## src/rtl/boot_seq_pkg.sv

```systemverilog
package boot_seq_pkg;

    localparam int OP_W     = 2;
    localparam int ADDR_W   = 10;
    localparam int DATA_W   = 16;
    localparam int CNT_W    = ADDR_W + DATA_W;
    localparam int WORD_W   = OP_W + CNT_W;
    localparam int DEF_DEPTH = 16;

    typedef enum logic [OP_W-1:0] {
        OPC_HOLD_RST = 2'b00,
        OPC_WRITE    = 2'b01,
        OPC_STOP     = 2'b10,
        OPC_RSVD     = 2'b11
    } boot_op_e;

    typedef enum logic [2:0] {
        ST_FETCH,
        ST_DECODE,
        ST_RST_HOLD,
        ST_WR_ISSUE,
        ST_WR_WAIT,
        ST_HALT
    } boot_state_e;

    function automatic logic [WORD_W-1:0] mk_hold(input logic [CNT_W-1:0] cycles);
        return {OPC_HOLD_RST, cycles};
    endfunction

    function automatic logic [WORD_W-1:0] mk_write(input logic [ADDR_W-1:0] a,
                                                    input logic [DATA_W-1:0] d);
        return {OPC_WRITE, a, d};
    endfunction

    function automatic logic [WORD_W-1:0] mk_stop();
        return {OPC_STOP, {CNT_W{1'b0}}};
    endfunction

    // Default image: 20 ms hold at 80 MHz, ten register writes, then stop.
    function automatic logic [DEF_DEPTH*WORD_W-1:0] default_image();
        logic [DEF_DEPTH*WORD_W-1:0] img;
        img = '0;
        for (int i = 0; i < DEF_DEPTH; i++) begin
            if (i == 0)
                img[i*WORD_W +: WORD_W] = mk_hold(CNT_W'(1_600_000));
            else if (i <= 10)
                img[i*WORD_W +: WORD_W] = mk_write(ADDR_W'(i), DATA_W'(16'h1000 + i));
            else
                img[i*WORD_W +: WORD_W] = mk_stop();
        end
        return img;
    endfunction

endpackage

```

## src/rtl/boot_rom.sv

```systemverilog
module boot_rom #(
    parameter int DEPTH  = 16,
    parameter int WORD_W = 28,
    parameter int PC_W   = 5,
    parameter logic [DEPTH*WORD_W-1:0] IMAGE = '0
) (
    input  logic [PC_W-1:0]   addr,
    output logic [WORD_W-1:0] word
);

    logic [WORD_W-1:0] cells [DEPTH];

    generate
        for (genvar i = 0; i < DEPTH; i++) begin : g_cell
            assign cells[i] = IMAGE[i*WORD_W +: WORD_W];
        end
    endgenerate

    always_comb begin
        word = '0;
        for (int i = 0; i < DEPTH; i++) begin
            if (addr == PC_W'(i))
                word = cells[i];
        end
    end

endmodule

```

## src/rtl/boot_pc.sv

```systemverilog
module boot_pc #(
    parameter int DEPTH = 16,
    parameter int PC_W  = 5
) (
    input  logic            clk,
    input  logic            rst_n,
    input  logic            inc,
    output logic [PC_W-1:0] pc,
    output logic            at_end
);

    localparam logic [PC_W-1:0] END_PC = PC_W'(DEPTH);

    always_ff @(posedge clk or negedge rst_n) begin
        if (!rst_n)
            pc <= '0;
        else if (inc && !at_end)
            pc <= pc + 1'b1;
    end

    assign at_end = (pc == END_PC);

endmodule

```

## src/rtl/boot_timer.sv

```systemverilog
module boot_timer #(
    parameter int CNT_W = 26
) (
    input  logic             clk,
    input  logic             rst_n,
    input  logic             load,
    input  logic [CNT_W-1:0] load_val,
    input  logic             dec,
    output logic             last
);

    logic [CNT_W-1:0] cnt;

    always_ff @(posedge clk or negedge rst_n) begin
        if (!rst_n)
            cnt <= '0;
        else if (load)
            cnt <= (load_val == '0) ? CNT_W'(1) : load_val;
        else if (dec && cnt != '0)
            cnt <= cnt - 1'b1;
    end

    assign last = (cnt == CNT_W'(1));

endmodule

```

## src/rtl/boot_fsm.sv

```systemverilog
module boot_fsm
    import boot_seq_pkg::*;
#(
    parameter int ADDR_W = 10,
    parameter int DATA_W = 16,
    parameter int CNT_W  = ADDR_W + DATA_W,
    parameter int WORD_W = 2 + CNT_W
) (
    input  logic              clk,
    input  logic              rst_n,
    input  logic [WORD_W-1:0] rom_word,
    input  logic              at_end,
    input  logic              tmr_last,
    input  logic              wr_done,
    output logic              pc_inc,
    output logic              tmr_load,
    output logic              tmr_dec,
    output logic [CNT_W-1:0]  tmr_val,
    output logic              periph_rst,
    output logic              wr_start,
    output logic [ADDR_W-1:0] wr_addr,
    output logic [DATA_W-1:0] wr_data,
    output logic              boot_done
);

    boot_state_e       state, state_nx;
    logic [WORD_W-1:0] ir;
    boot_op_e          op;

    assign op = boot_op_e'(ir[WORD_W-1 -: 2]);

    // State register
    always_ff @(posedge clk or negedge rst_n) begin
        if (!rst_n)
            state <= ST_FETCH;
        else
            state <= state_nx;
    end

    // Instruction register, captured in the fetch cycle
    always_ff @(posedge clk or negedge rst_n) begin
        if (!rst_n)
            ir <= '0;
        else if (state == ST_FETCH && !at_end)
            ir <= rom_word;
    end

    // Next state
    always_comb begin
        state_nx = state;
        unique case (state)
            ST_FETCH:    state_nx = at_end ? ST_HALT : ST_DECODE;
            ST_DECODE: begin
                unique case (op)
                    OPC_HOLD_RST: state_nx = ST_RST_HOLD;
                    OPC_WRITE:    state_nx = ST_WR_ISSUE;
                    OPC_STOP,
                    OPC_RSVD:     state_nx = ST_HALT;
                endcase
            end
            ST_RST_HOLD: if (tmr_last) state_nx = ST_FETCH;
            ST_WR_ISSUE: state_nx = ST_WR_WAIT;
            ST_WR_WAIT:  if (wr_done) state_nx = ST_FETCH;
            ST_HALT:     state_nx = ST_HALT;
            default:     state_nx = ST_HALT;
        endcase
    end

    // Outputs
    always_comb begin
        pc_inc     = 1'b0;
        tmr_load   = 1'b0;
        tmr_dec    = 1'b0;
        periph_rst = 1'b0;
        wr_start   = 1'b0;
        boot_done  = 1'b0;
        unique case (state)
            ST_FETCH:    ;
            ST_DECODE:   tmr_load = (op == OPC_HOLD_RST);
            ST_RST_HOLD: begin
                periph_rst = 1'b1;
                tmr_dec    = !tmr_last;
                pc_inc     = tmr_last;
            end
            ST_WR_ISSUE: wr_start = 1'b1;
            ST_WR_WAIT:  pc_inc = wr_done;
            ST_HALT:     boot_done = 1'b1;
            default:     boot_done = 1'b1;
        endcase
    end

    assign tmr_val = ir[CNT_W-1:0];
    assign wr_addr = ir[CNT_W-1 -: ADDR_W];
    assign wr_data = ir[DATA_W-1:0];

endmodule

```

## src/rtl/periph_boot_seq.sv

```systemverilog
module periph_boot_seq
    import boot_seq_pkg::*;
#(
    parameter int DEPTH  = boot_seq_pkg::DEF_DEPTH,
    parameter int ADDR_W = boot_seq_pkg::ADDR_W,
    parameter int DATA_W = boot_seq_pkg::DATA_W,
    parameter logic [DEPTH*(2+ADDR_W+DATA_W)-1:0] PROGRAM = boot_seq_pkg::default_image()
) (
    input  logic              clk,
    input  logic              rst_n,
    input  logic              wr_done,
    output logic              periph_rst,
    output logic              wr_start,
    output logic [ADDR_W-1:0] wr_addr,
    output logic [DATA_W-1:0] wr_data,
    output logic              boot_done
);

    localparam int CNT_W  = ADDR_W + DATA_W;
    localparam int WORD_W = 2 + CNT_W;
    localparam int PC_W   = $clog2(DEPTH + 1);

    logic [PC_W-1:0]   pc;
    logic              at_end;
    logic              pc_inc;
    logic [WORD_W-1:0] rom_word;
    logic              tmr_load, tmr_dec, tmr_last;
    logic [CNT_W-1:0]  tmr_val;

    boot_rom #(
        .DEPTH (DEPTH),
        .WORD_W(WORD_W),
        .PC_W  (PC_W),
        .IMAGE (PROGRAM)
    ) u_rom (
        .addr(pc),
        .word(rom_word)
    );

    boot_pc #(
        .DEPTH(DEPTH),
        .PC_W (PC_W)
    ) u_pc (
        .clk   (clk),
        .rst_n (rst_n),
        .inc   (pc_inc),
        .pc    (pc),
        .at_end(at_end)
    );

    boot_timer #(
        .CNT_W(CNT_W)
    ) u_timer (
        .clk     (clk),
        .rst_n   (rst_n),
        .load    (tmr_load),
        .load_val(tmr_val),
        .dec     (tmr_dec),
        .last    (tmr_last)
    );

    boot_fsm #(
        .ADDR_W(ADDR_W),
        .DATA_W(DATA_W),
        .CNT_W (CNT_W),
        .WORD_W(WORD_W)
    ) u_fsm (
        .clk       (clk),
        .rst_n     (rst_n),
        .rom_word  (rom_word),
        .at_end    (at_end),
        .tmr_last  (tmr_last),
        .wr_done   (wr_done),
        .pc_inc    (pc_inc),
        .tmr_load  (tmr_load),
        .tmr_dec   (tmr_dec),
        .tmr_val   (tmr_val),
        .periph_rst(periph_rst),
        .wr_start  (wr_start),
        .wr_addr   (wr_addr),
        .wr_data   (wr_data),
        .boot_done (boot_done)
    );

endmodule

```

## config.mk

```make
export PLATFORM = sky130hd
export DESIGN_NAME = periph_boot_seq
export DESIGN_NICKNAME = d
export VERILOG_FILES = /design/src/rtl/boot_seq_pkg.sv /design/src/rtl/boot_rom.sv /design/src/rtl/boot_pc.sv /design/src/rtl/boot_timer.sv /design/src/rtl/boot_fsm.sv /design/src/rtl/periph_boot_seq.sv
export SDC_FILE = /design/constraint.sdc
export NUM_CORES = 1
export LEC_CHECK = 0
export ABC_AREA = 0
export BUFFER_PORTS_ARGS = -buffer_cell sky130_fd_sc_hd__buf_4
export CORE_ASPECT_RATIO = 0.8
export CORE_UTILIZATION = 63
export DETAILED_ROUTE_END_ITERATION = 16
export PLACE_DENSITY = 0.89
export SYNTH_ARGS = -nofsm -noshare
export SYNTH_HDL_FRONTEND = slang
export SYNTH_SLANG_ARGS = --single-unit
```

## constraint.sdc

```tcl
create_clock -name clk -period 5.65 [get_ports clk]
set_input_delay 1.4125 -clock clk [delete_from_list [all_inputs] [get_ports clk]]
set_output_delay 1.4125 -clock clk [all_outputs]
set_load 0.02 [all_outputs]
```

# [Yosys cells after proc, flatten, opt, wreduce, memory -nomap -nowiden]
# Index checks and enable logic that the tools add are counted.
[totals] register_bits=62 inputBits=3 output_inout_bits=29
[classes] addsub=2 eq_ne=26 muxes=30 n_reduce_logical=14
[ops] operator="$mux W27" count=10
[ops] operator="$mux W28" count=5
[ops] operator="$mux W26" count=3
[ops] operator="$eq A5 B4 Y1 const B" count=8
[ops] operator="$eq A26 B1 Y1 const B" count=1
[ops] operator="$logic_not A26 Y1" count=1
[ops] operator="$reduce_bool A26 Y1" count=1
[ops] operator="$sub A26 B1 Y26 const B" count=1
[ops] operator="$mux W21" count=1
[ops] operator="$eq A5 B3 Y1 const B" count=4
[ops] operator="$pmux W3 S5" count=1
[ops] operator="$eq A5 B2 Y1 const B" count=2
[ops] operator="$mux W3" count=3
[ops] operator="$pmux W3 S3" count=1
[ops] operator="$eq A3 B2 Y1 const B" count=2
[ops] operator="$add A5 B1 Y5 const B" count=1
[ops] operator="$eq A5 B1 Y1 const B" count=1
[ops] operator="$eq A5 B5 Y1 const B" count=1
[ops] operator="$logic_not A5 Y1" count=1
[ops] operator="$mux W1" count=5
[ops] operator="$reduce_or A5 Y1" count=1
[ops] operator="$eq A2 B2 Y1 const B" count=2
[ops] operator="$eq A3 B1 Y1 const B" count=1
[ops] operator="$eq A3 B3 Y1 const B" count=1
[ops] operator="11 further kinds" count=14

# [Depth between registers and ports, before layout]
# Gate-level depths: netlist (run 1).
[depth] ltp_word=17 mapped_depth=8 ltp_nobuf=7

# [Cells and area by module]
# A second synthesis (run 1) with hierarchy kept.
[hier_totals] hier_cells=394 hier_area_um2=3876.2
[by_module_without_submodules] module="boot_timer" n_inst=1 cells_per_inst=200 area_per_inst_um2=1691.6 seq_area_each_um2=650.6
[by_module_without_submodules] module="boot_fsm" n_inst=1 cells_per_inst=137 area_per_inst_um2=1670.4 seq_area_each_um2=775.7
[by_module_without_submodules] module="boot_pc" n_inst=1 cells_per_inst=20 area_per_inst_um2=257.7 seq_area_each_um2=125.1
[by_module_without_submodules] module="boot_rom" n_inst=1 cells_per_inst=37 area_per_inst_um2=256.5 seq_area_each_um2=0.0

# [Worst setup path before layout (run 1)]
# OpenSTA, ideal clock, no wires.
[synth_path] kind="flip-flop to output port" startpoint="reg u_fsm.state[1]" endpoint="out wr_start" t_arrival_ns=1.060 slack_ns=3.177 path_stages_with_launch=4 path_buffers=1 cell_sequence="dfrtp_1 clkbuf_1 nor2b_1 and2_1"
[synth_between] elab_chain_len=2
[synth_rtl] element="start: declaration" line="boot_fsm.sv:26" source="boot_state_e state, state_nx;"
[synth_rtl] element="start signal: assignment" line="boot_fsm.sv:37" source="state <= state_nx;"
[synth_rtl] element="$eq A3 B2 Y1" line="boot_fsm.sv:77" source="unique case (state)"
[synth_rtl] element="$mux W1" line="boot_fsm.sv:77"
[synth_rtl] element="end: declaration" line="periph_boot_seq.sv:13" source="output logic wr_start,"
# No other way between the ends.

# [Final worst setup path (run 1)]
[layout_path] startpoint="reg u_fsm.state[1]" endpoint="out periph_rst"
[layout_between] elab_chain_len=2
[layout_rtl] element="$eq A3 B2 Y1" line="boot_fsm.sv:77"
[layout_rtl] element="$mux W1" line="boot_fsm.sv:77"
[layout_rtl] element="end: declaration" line="periph_boot_seq.sv:12" source="output logic periph_rst,"
# No other way between the ends.

==> results of run 1 <==
-- metal layers --
| metal | track usage (%) | vias to the layer above | wire [um] |
|---|---|---|---|
| met5 | 0 | - | 0 |
| met4 | 9.97 | 0 | 105 |
| met3 | 8.43 | 12 | 432 |
| met2 | 44.0 | 104 | 2690 |
| met1 | 44.4 | 1062 | 2740 |
| li1 | - | 1031 | - |
-- cell usage in the layout (no fill, tap or decap), types with 2 or more instances in the layout --
cell        n
a21oi_1     9
a211o_1     2
nand2_1    22
nand3_1    10
clkbuf_1    2
nor3_1     10
or4_1       7
inv_1       7
nand2b_1    4
o211ai_1    5
dfrtp_1    42
nor3b_1     2
nor4_2      4
a211oi_1    5
and3_1      4
mux2i_1     2
nor4_1      4
xor2_1      5
clkbuf_8    5
o41ai_1     2
o2111ai_2   2
o21ai_0    22
a31oi_1     6
nor2_1     22
or3_1       7
buf_4      20
nor2b_1     3
xnor2_1     6
conb_1     12
o31ai_1     8
ha_1        7
-- per-stage QoR --
| step | setup slack (ns) | instances | hold slack, ns | instance area, um2 |
|---|---|---|---|---|
| after global routing | 2.57 | 346 | 0.569 | 2780 |
| after global placement | 3.08 | 338 | 0.484 | 2670 |
| final | 2.71 | 346 | 0.546 | 2780 |
| after detailed placement | 2.93 | 338 | 0.517 | 2670 |
| after CTS | 2.70 | 346 | 0.546 | 2780 |
| after floorplan | 3.18 | 302 | 0.441 | 2700 |
-- registers in the layout, indices dropped and copies added, names as in the netlist --
signal	flops
u_fsm.ir	8
u_fsm.state	3
u_pc.pc	5
u_timer.cnt	26
-- final cells by class --
| type | count | area, um2 |
|---|---|---|
| clock buffer | 7 | 76.3 |
| clock inverter | 1 | 30.0 |
| fill | 307 | 1150 |
| inverter | 7 | 26.3 |
| multi-input combinational | 214 | 1380 |
| sequential | 42 | 1050 |
| tap | 55 | 68.8 |
| timing repair buffer | 20 | 150 |
-- kinds of logic (layout without fill, tap and decap cells) --
| kind of cell | Yosys count | after routing | synth area share [%] |
|---|---|---|---|
| mux | 3 | 3 | 1.18 |
| simple gates | 109 | 109 | 23.1 |
| other cells | 1 | 12 | 0.141 |
| buf+inv | 46 | 35 | 10.5 |
| fa+ha+maj | 7 | 7 | 3.29 |
| compound gates | 72 | 72 | 18.6 |
| flops | 42 | 42 | 39.5 |
| xor+xnor | 11 | 11 | 3.62 |
-- synth_stat cells (3+ instances only) --
| cell type | instances | area, um2 |
|---|---|---|
| a211oi_1 | 5 | 37.5 |
| a21oi_1 | 9 | 45.0 |
| a31oi_1 | 6 | 37.5 |
| and3_1 | 4 | 25.0 |
| buf_4 | 26 | 195 |
| clkbuf_1 | 9 | 33.8 |
| dfrtp_1 | 42 | 1050 |
| ha_1 | 7 | 87.6 |
| inv_1 | 7 | 26.3 |
| nand2_1 | 22 | 82.6 |
| nand2b_1 | 4 | 25.0 |
| nand3_1 | 10 | 50.1 |
| nor2_1 | 22 | 82.6 |
| nor2b_1 | 3 | 18.8 |
| nor3_1 | 10 | 50.1 |
| nor4_1 | 5 | 31.3 |
| nor4_2 | 3 | 37.5 |
| o211ai_1 | 5 | 37.5 |
| o21ai_0 | 22 | 110 |
| o31ai_1 | 8 | 60.1 |
| or3_1 | 7 | 43.8 |
| or4_1 | 7 | 52.6 |
| xnor2_1 | 6 | 52.6 |
| xor2_1 | 5 | 43.8 |
-- worst max-delay path by stage --
| stage | from | end | slack [ns] | cells past startpoint |
|---|---|---|---|---|
| 2_1_floorplan | u_fsm.state[1]$_DFFE_PN0P_ | wr_start | 3.18 | 3 |
| 3_3_place_gp | u_fsm.state[1]$_DFFE_PN0P_ | periph_rst | 3.08 | 2 |
| 3_5_place_dp | u_timer.cnt[20]$_DFFE_PN0P_ | u_timer.cnt[9]$_DFFE_PN0P_ | 2.93 | 5 |
| 4_1_cts | u_fsm.state[1]$_DFFE_PN0P_ | periph_rst | 2.70 | 2 |
| 5_1_grt | u_timer.cnt[20]$_DFFE_PN0P_ | u_timer.cnt[9]$_DFFE_PN0P_ | 2.57 | 5 |
| 6_report | u_fsm.state[1]$_DFFE_PN0P_ | periph_rst | 2.71 | 2 |
-- report_power, final --
| group | total (mW) | switching [mW] | internal, mW | leakage, nW |
|---|---|---|---|---|
| Clock | 0.239 | 0.106 | 0.132 | 0.0524 |
| Sequential | 0.599 | 0.187 | 0.412 | 0.541 |
| Combinational | 0.720 | 0.432 | 0.288 | 0.563 |
-- worst max-delay path: cells and delay by family (launching register included) --
family / cells / cell delay [ns]
simple gates: 1 / 0.43
flops: 1 / 0.58
buf+inv: 1 / 0.22
==> impl_metrics.csv, run 1 <==
group,metric,value,unit
run_status,status,"finished clean",
sta,rsz0062_at_grt,"false",
setup_path,slowest_stage,"dfrtp_1",
detailed_routing,firstDrtPassIters,5,
setup_path,crit_chain,"nor3b_1, buf_4",
sta,setup_viol,0,
layout,syn_to_final_growth,4.47,%
min_path,hold_path.startpoint,"u_timer.cnt[1]$_DFFE_PN0P_",
grt,grt_max_degree,43,
power,power_density,561,nW/um2
setup_path,start_kind,"flip-flop",
detailed_routing,vias,2209,
grt,grt_pass1_wl,9930,um
power,max-vdd-ir-drop,372,uV
clocking,cts_resized,0,
yosys,synth_area_per_cell,9.14,um2
clocking,worstSkewPairLatency,0.30,ns
sta,setup-tns-final,0,ns
setup_path,arrival,1.53,ns
power,leakagePower,1.16,nW
clocking,clock-sinks,42,
sta,period_minus_slack,2.94,ns
detailed_routing,avgViaCountPerCell,6.38,
sta,fin_skew,0.00605,ns
floorplan,start_util,67.7,%
floorplan,die_width,74.7,um
yosys,synth_edf_count,0,
layout,num-nets-final,300,
clocking,cts_max_level,2,
sta,drv_slew,0,
detailed_routing,detail_route.wl_per_cell,17.3,um
min_path,hold_class,"flip-flop to flip-flop",
detailed_routing,drtIter0Drc,257,
setup_path,ff2ff_setup_slack,2.87,ns
yosys,ys_seq_area_share,39.5,%
yosys,synth-seq-cells,42,
setup_path,r2r-start,"u_timer.cnt[21]$_DFFE_PN0P_",
grt,grt_overflow,0,
yosys,yosys_most_used_dff,"dfrtp_1",
yosys,yosysWarnings,0,
setup_path,critPathMaxStageDelay,0.58,ns
clocking,cts_tree,"done",
yosys,synth_cell_types,55,
setup_path,r2r_cells,5,
clocking,clkTransAtPathRegs,0.08,ns
min_path,whs_path_depth,2,
setup_path,required,4.24,ns
floorplan,die_area,4490,um2
clocking,cts_buffers,5,
sta,finalHoldViolations,0,
run,drv_cap,0,
placement,routabilityCongestion,0.858,
clocking,cts_hold_buffers,0,
yosys,syn_inst,291,
setup_path,r2r_end,"u_timer.cnt[9]$_DFFE_PN0P_",
grt,antenna_found_initial,0,
sta,worstMarginPinSlew,1.15,ns
floorplan,row_count,20,
placement,dp_hpwl,4250,um
floorplan,core_area,3930,um2
setup_path,worstSetupPathType,"flip-flop to output pin",
layout,final_util,70.7,%
setup_path,endpoint_kind,"output pin",
floorplan,ios,32,
detailed_routing,ant_nets,0,
clocking,cts-root-buf,"clkbuf_8",
layout,antenna_cells,0,
floorplan,die_y,60.1,um
sta,period_share,52.1,%
yosys,async_reset_ff_share,100,%
sta,max_freq,340,MHz
power,p_total,1.56,mW
yosys,synth_area,2660,um2
detailed_routing,drt-total-wl,5970,um
clocking,post-cts-setup-buffers,0,
sta,slew_headroom,22.6,%
grt,grt_pass1_vias,1996,
grt,grt_usage,30.6,%
setup_path,critical_path.max_fanout,13,
detailed_routing,drc,0,
layout,drive_gt1_share,13.1,%
min_path,hold_end,"u_timer.cnt[1]$_DFFE_PN0P_",
placement,io_buffers,19,
clocking,cts.path.max_buffers,2,
Power figures use the tool's default switching activity.
==> run 2, diff against run 1 <==
--- a/config.mk
+++ b/config.mk
@@ -5,12 +5,12 @@
 export SDC_FILE = /design/constraint.sdc
 export NUM_CORES = 1
 export LEC_CHECK = 0
-export ABC_AREA = 0
+export ABC_AREA = 1
 export BUFFER_PORTS_ARGS = -buffer_cell sky130_fd_sc_hd__buf_4
 export CORE_ASPECT_RATIO = 0.8
-export CORE_UTILIZATION = 63
+export CORE_UTILIZATION = 54
 export DETAILED_ROUTE_END_ITERATION = 16
-export PLACE_DENSITY = 0.89
+export PLACE_DENSITY = 0.81
 export SYNTH_ARGS = -nofsm -noshare
 export SYNTH_HDL_FRONTEND = slang
 export SYNTH_SLANG_ARGS = --single-unit
==> constraint.sdc (replaced) <==
create_clock -name clk -period 2.39 [get_ports clk]
set_input_delay 0.5975 -clock clk [delete_from_list [all_inputs] [get_ports clk]]
set_output_delay 0.5975 -clock clk [all_outputs]
set_load 0.02 [all_outputs]
==> impl_metrics.csv, run 2 <==
group,metric,value,unit
run_status,status,"finished clean",
detailed_routing,vias,2863,
clocking,worstSkewPairLatency,0.29,ns
clocking,cts_resized,0,
placement,placed_area,3180,um2
grt,grt_overflow,0,
detailed_routing,ant_nets,0,
power,pwr-share-seq,29.9,%
layout,final_cell_area,3260,um2
yosys,yosys_most_used_dff,"dfrtp_1",
layout,layout_common_cells,"nand2_1, nand3_1, nor2_1",
setup_path,r2r-start,"u_timer.cnt[0]$_DFFE_PN0P_",
detailed_routing,drt-total-wl,7100,um
sta,period_share,83.0,%
sta,period_minus_slack,1.98,ns
placement,dp_cells,537,
grt,antenna_found_initial,0,
floorplan,start_util,56.8,%
layout,drive_gt1_share,10.9,%
yosys,netlist_top_cells_count,"nand2_1, nand3_1, nor2_1, dfrtp_1, inv_1",
yosys,yosys-top-cells-area,"dfrtp_1, nand2_1, nand3_1, buf_4, nor2_1",
sta,setup_viol,0,
clocking,cts_hold_buffers,0,
clocking,clock-sinks,42,
setup_path,worstSetupPathType,"flip-flop to output pin",
yosys,synth-seq-cells,42,
sta,fin_skew,0.00626,ns
sta,worstMarginPinSlew,0.536,ns
setup_path,arrival,1.39,ns
detailed_routing,drc,0,
min_path,hold_class,"input port to asynchronous set/reset pin",
layout,antenna_cells,0,
layout,reg_top3,"u_timer.cnt: 26 flops, u_fsm.ir: 8 flops, u_pc.pc: 5 flops",
grt,grt_pass1_vias,2649,
placement,routabilityCongestion,0.911,
clocking,cts-root-buf,"clkbuf_8",
layout,syn_to_final_growth,3.83,%
grt,grt_max_degree,43,
yosys,ys_seq_area_share,33.5,%
setup_path,required,1.79,ns
floorplan,die_width,87.2,um
setup_path,r2r_cells,9,
setup_path,r2r_end,"u_timer.cnt[0]$_DFFE_PN0P_",
layout,num-nets-final,476,
clocking,cts_max_level,2,
clocking,cts.path.max_buffers,2,
yosys,synth_area,3140,um2
layout,fin_cells,544,
yosys,synth_cell_types,36,
detailed_routing,detail_route.wl_per_cell,13.1,um
power,max-vdd-ir-drop,507,uV
yosys,synth_area_per_cell,6.77,um2
power,power.switching,2.39,mW
setup_path,endpoint_kind,"output pin",
power,intPower,2.09,mW
grt,grt_pass1_wl,12200,um
floorplan,row_count,24,
power,leakagePower,1.79,nW
power,pwr-share-comb,60.3,%
clocking,post-cts-setup-buffers,0,
yosys,synth_most_common_cell,"nand2_1",
sta,drv_slew,0,
power,pwr-share-clk,9.8,%
grt,grt_usage,25.5,%
setup_path,start_kind,"flip-flop",
layout,multiInputGateArea,1720,um2
floorplan,die_y,70.2,um
run,drv_cap,0,
clocking,cts_buffers,5,
setup_path,critical_path.max_fanout,4,
detailed_routing,firstDrtPassIters,6,
layout,largest-register,"u_timer.cnt",
yosys,yosysTopAreaCell,"dfrtp_1",
setup_path,ff2ff_setup_slack,0.41,ns
yosys,async_reset_ff_share,100,%
sta,setup-tns-final,0,ns
detailed_routing,avgViaCountPerCell,5.26,
yosys,synth_edf_count,0,
clocking,clkTransAtPathRegs,0.08,ns
clocking,cts_tree,"done",
layout,seqCellArea,1050,um2
floorplan,ios,32,
layout,largest_reg_flops,26,
detailed_routing,drtIter0Drc,251,
layout,nFillCells,510,
yosys,syn_inst,463,
sta,slew_headroom,64.3,%
yosys,synth_top_area_share,33.5,%
floorplan,core_area,5530,um2
power,power_density,1380,nW/um2
sta,max_freq,504,MHz
power,p_sw_share,53.3,%
yosys,yosysWarnings,0,
placement,dp_hpwl,5250,um
floorplan,die_area,6120,um2
sta,finalHoldViolations,0,
sta,rsz0062_at_grt,"false",
sta,hold_ws,0.283,ns
layout,final_common_cell,"nand2_1",
placement,io_buffers,19,
==> run 2: cell count changes after synthesis, moves of 6 or more <==
cell,delta
nand2_1,+127
nand3_1,+53
nor2_1,+29
nor2_2,+10
clkbuf_1,-8
or4_1,-7
o21ai_0,-12
or3_1,-7
nand4_1,+7
o31ai_1,-7
nor3_1,-9
inv_1,+30
a31oi_1,-6
==> run 2: final cells by class <==
type | instances | area share (%)
clock buffer | 7 | 2.34
inverter | 42 | 4.84
multi-input combinational | 354 | 52.7
sequential | 42 | 32.3
tap | 78 | 3.00
timing repair buffer | 21 | 4.84
==> run 2: kinds of logic (layout without fill, tap and decap cells) <==
family	Yosys count	count (layout)	share of synthesized area [%]
flip-flops	42	42	33.5
XOR/XNOR	14	14	3.91
AO/OA/AOI/OAI	24	24	4.59
other	1	12	0.120
adder cells (fa/ha/maj)	7	7	2.79
AND/OR/NAND/NOR	297	297	42.0
buffers and inverters	78	70	13.1
==> run 2: layer usage <==
layer	GRT usage (%)	vias to the layer above	routed length, um
met5	0	-	0
met4	6.56	0	43
met3	4.61	5	468
met2	37.9	107	3090
met1	38.3	1314	3490
li1	-	1437	-
==> run 2: worst max path at each step <==
stage	startpoint	endpoint	slack, ns	cells past startpoint
after floorplan	u_timer.cnt[0]$_DFFE_PN0P_	u_timer.cnt[9]$_DFFE_PN0P_	0.72	12
after CTS	u_fsm.state[2]$_DFFE_PN0P_	periph_rst	0.41	4
after global placement	u_timer.cnt[0]$_DFFE_PN0P_	u_timer.cnt[11]$_DFFE_PN0P_	0.52	11
after global routing	u_timer.cnt[0]$_DFFE_PN0P_	u_timer.cnt[17]$_DFFE_PN0P_	0.23	11
after detailed placement	u_timer.cnt[0]$_DFFE_PN0P_	u_timer.cnt[11]$_DFFE_PN0P_	0.45	11
final	u_fsm.state[2]$_DFFE_PN0P_	periph_rst	0.41	4
==> run 2: power by group through the flow <==
stage               Combinational, mW  Sequential [mW]  Clock [mW]
global route                     3.07             1.39       0.471
detailed placement               2.67             1.35           0
finish                           2.70             1.34       0.439
CTS                              2.68             1.33       0.446
global placement                 2.59             1.33           0
floorplan                        2.25             1.23           0
==> run 2: metrics by stage <==
step / util, % / worst slack (ns) / power, mW
global route: 58.9 / 0.225 / 4.93
global placement: 57.6 / 0.521 / 3.93
finish: 58.9 / 0.407 / 4.48
detailed placement: 57.6 / 0.447 / 4.01
CTS: 58.9 / 0.408 / 4.46
floorplan: - / 0.722 / 3.48
==> run 2: worst max-delay path, cell delays in order, from the launching register on <==
cell and delay, ns:
dfrtp_1 0.40, inv_1 0.09, nand2_1 0.08, nor2_1 0.31
buf_4 0.22
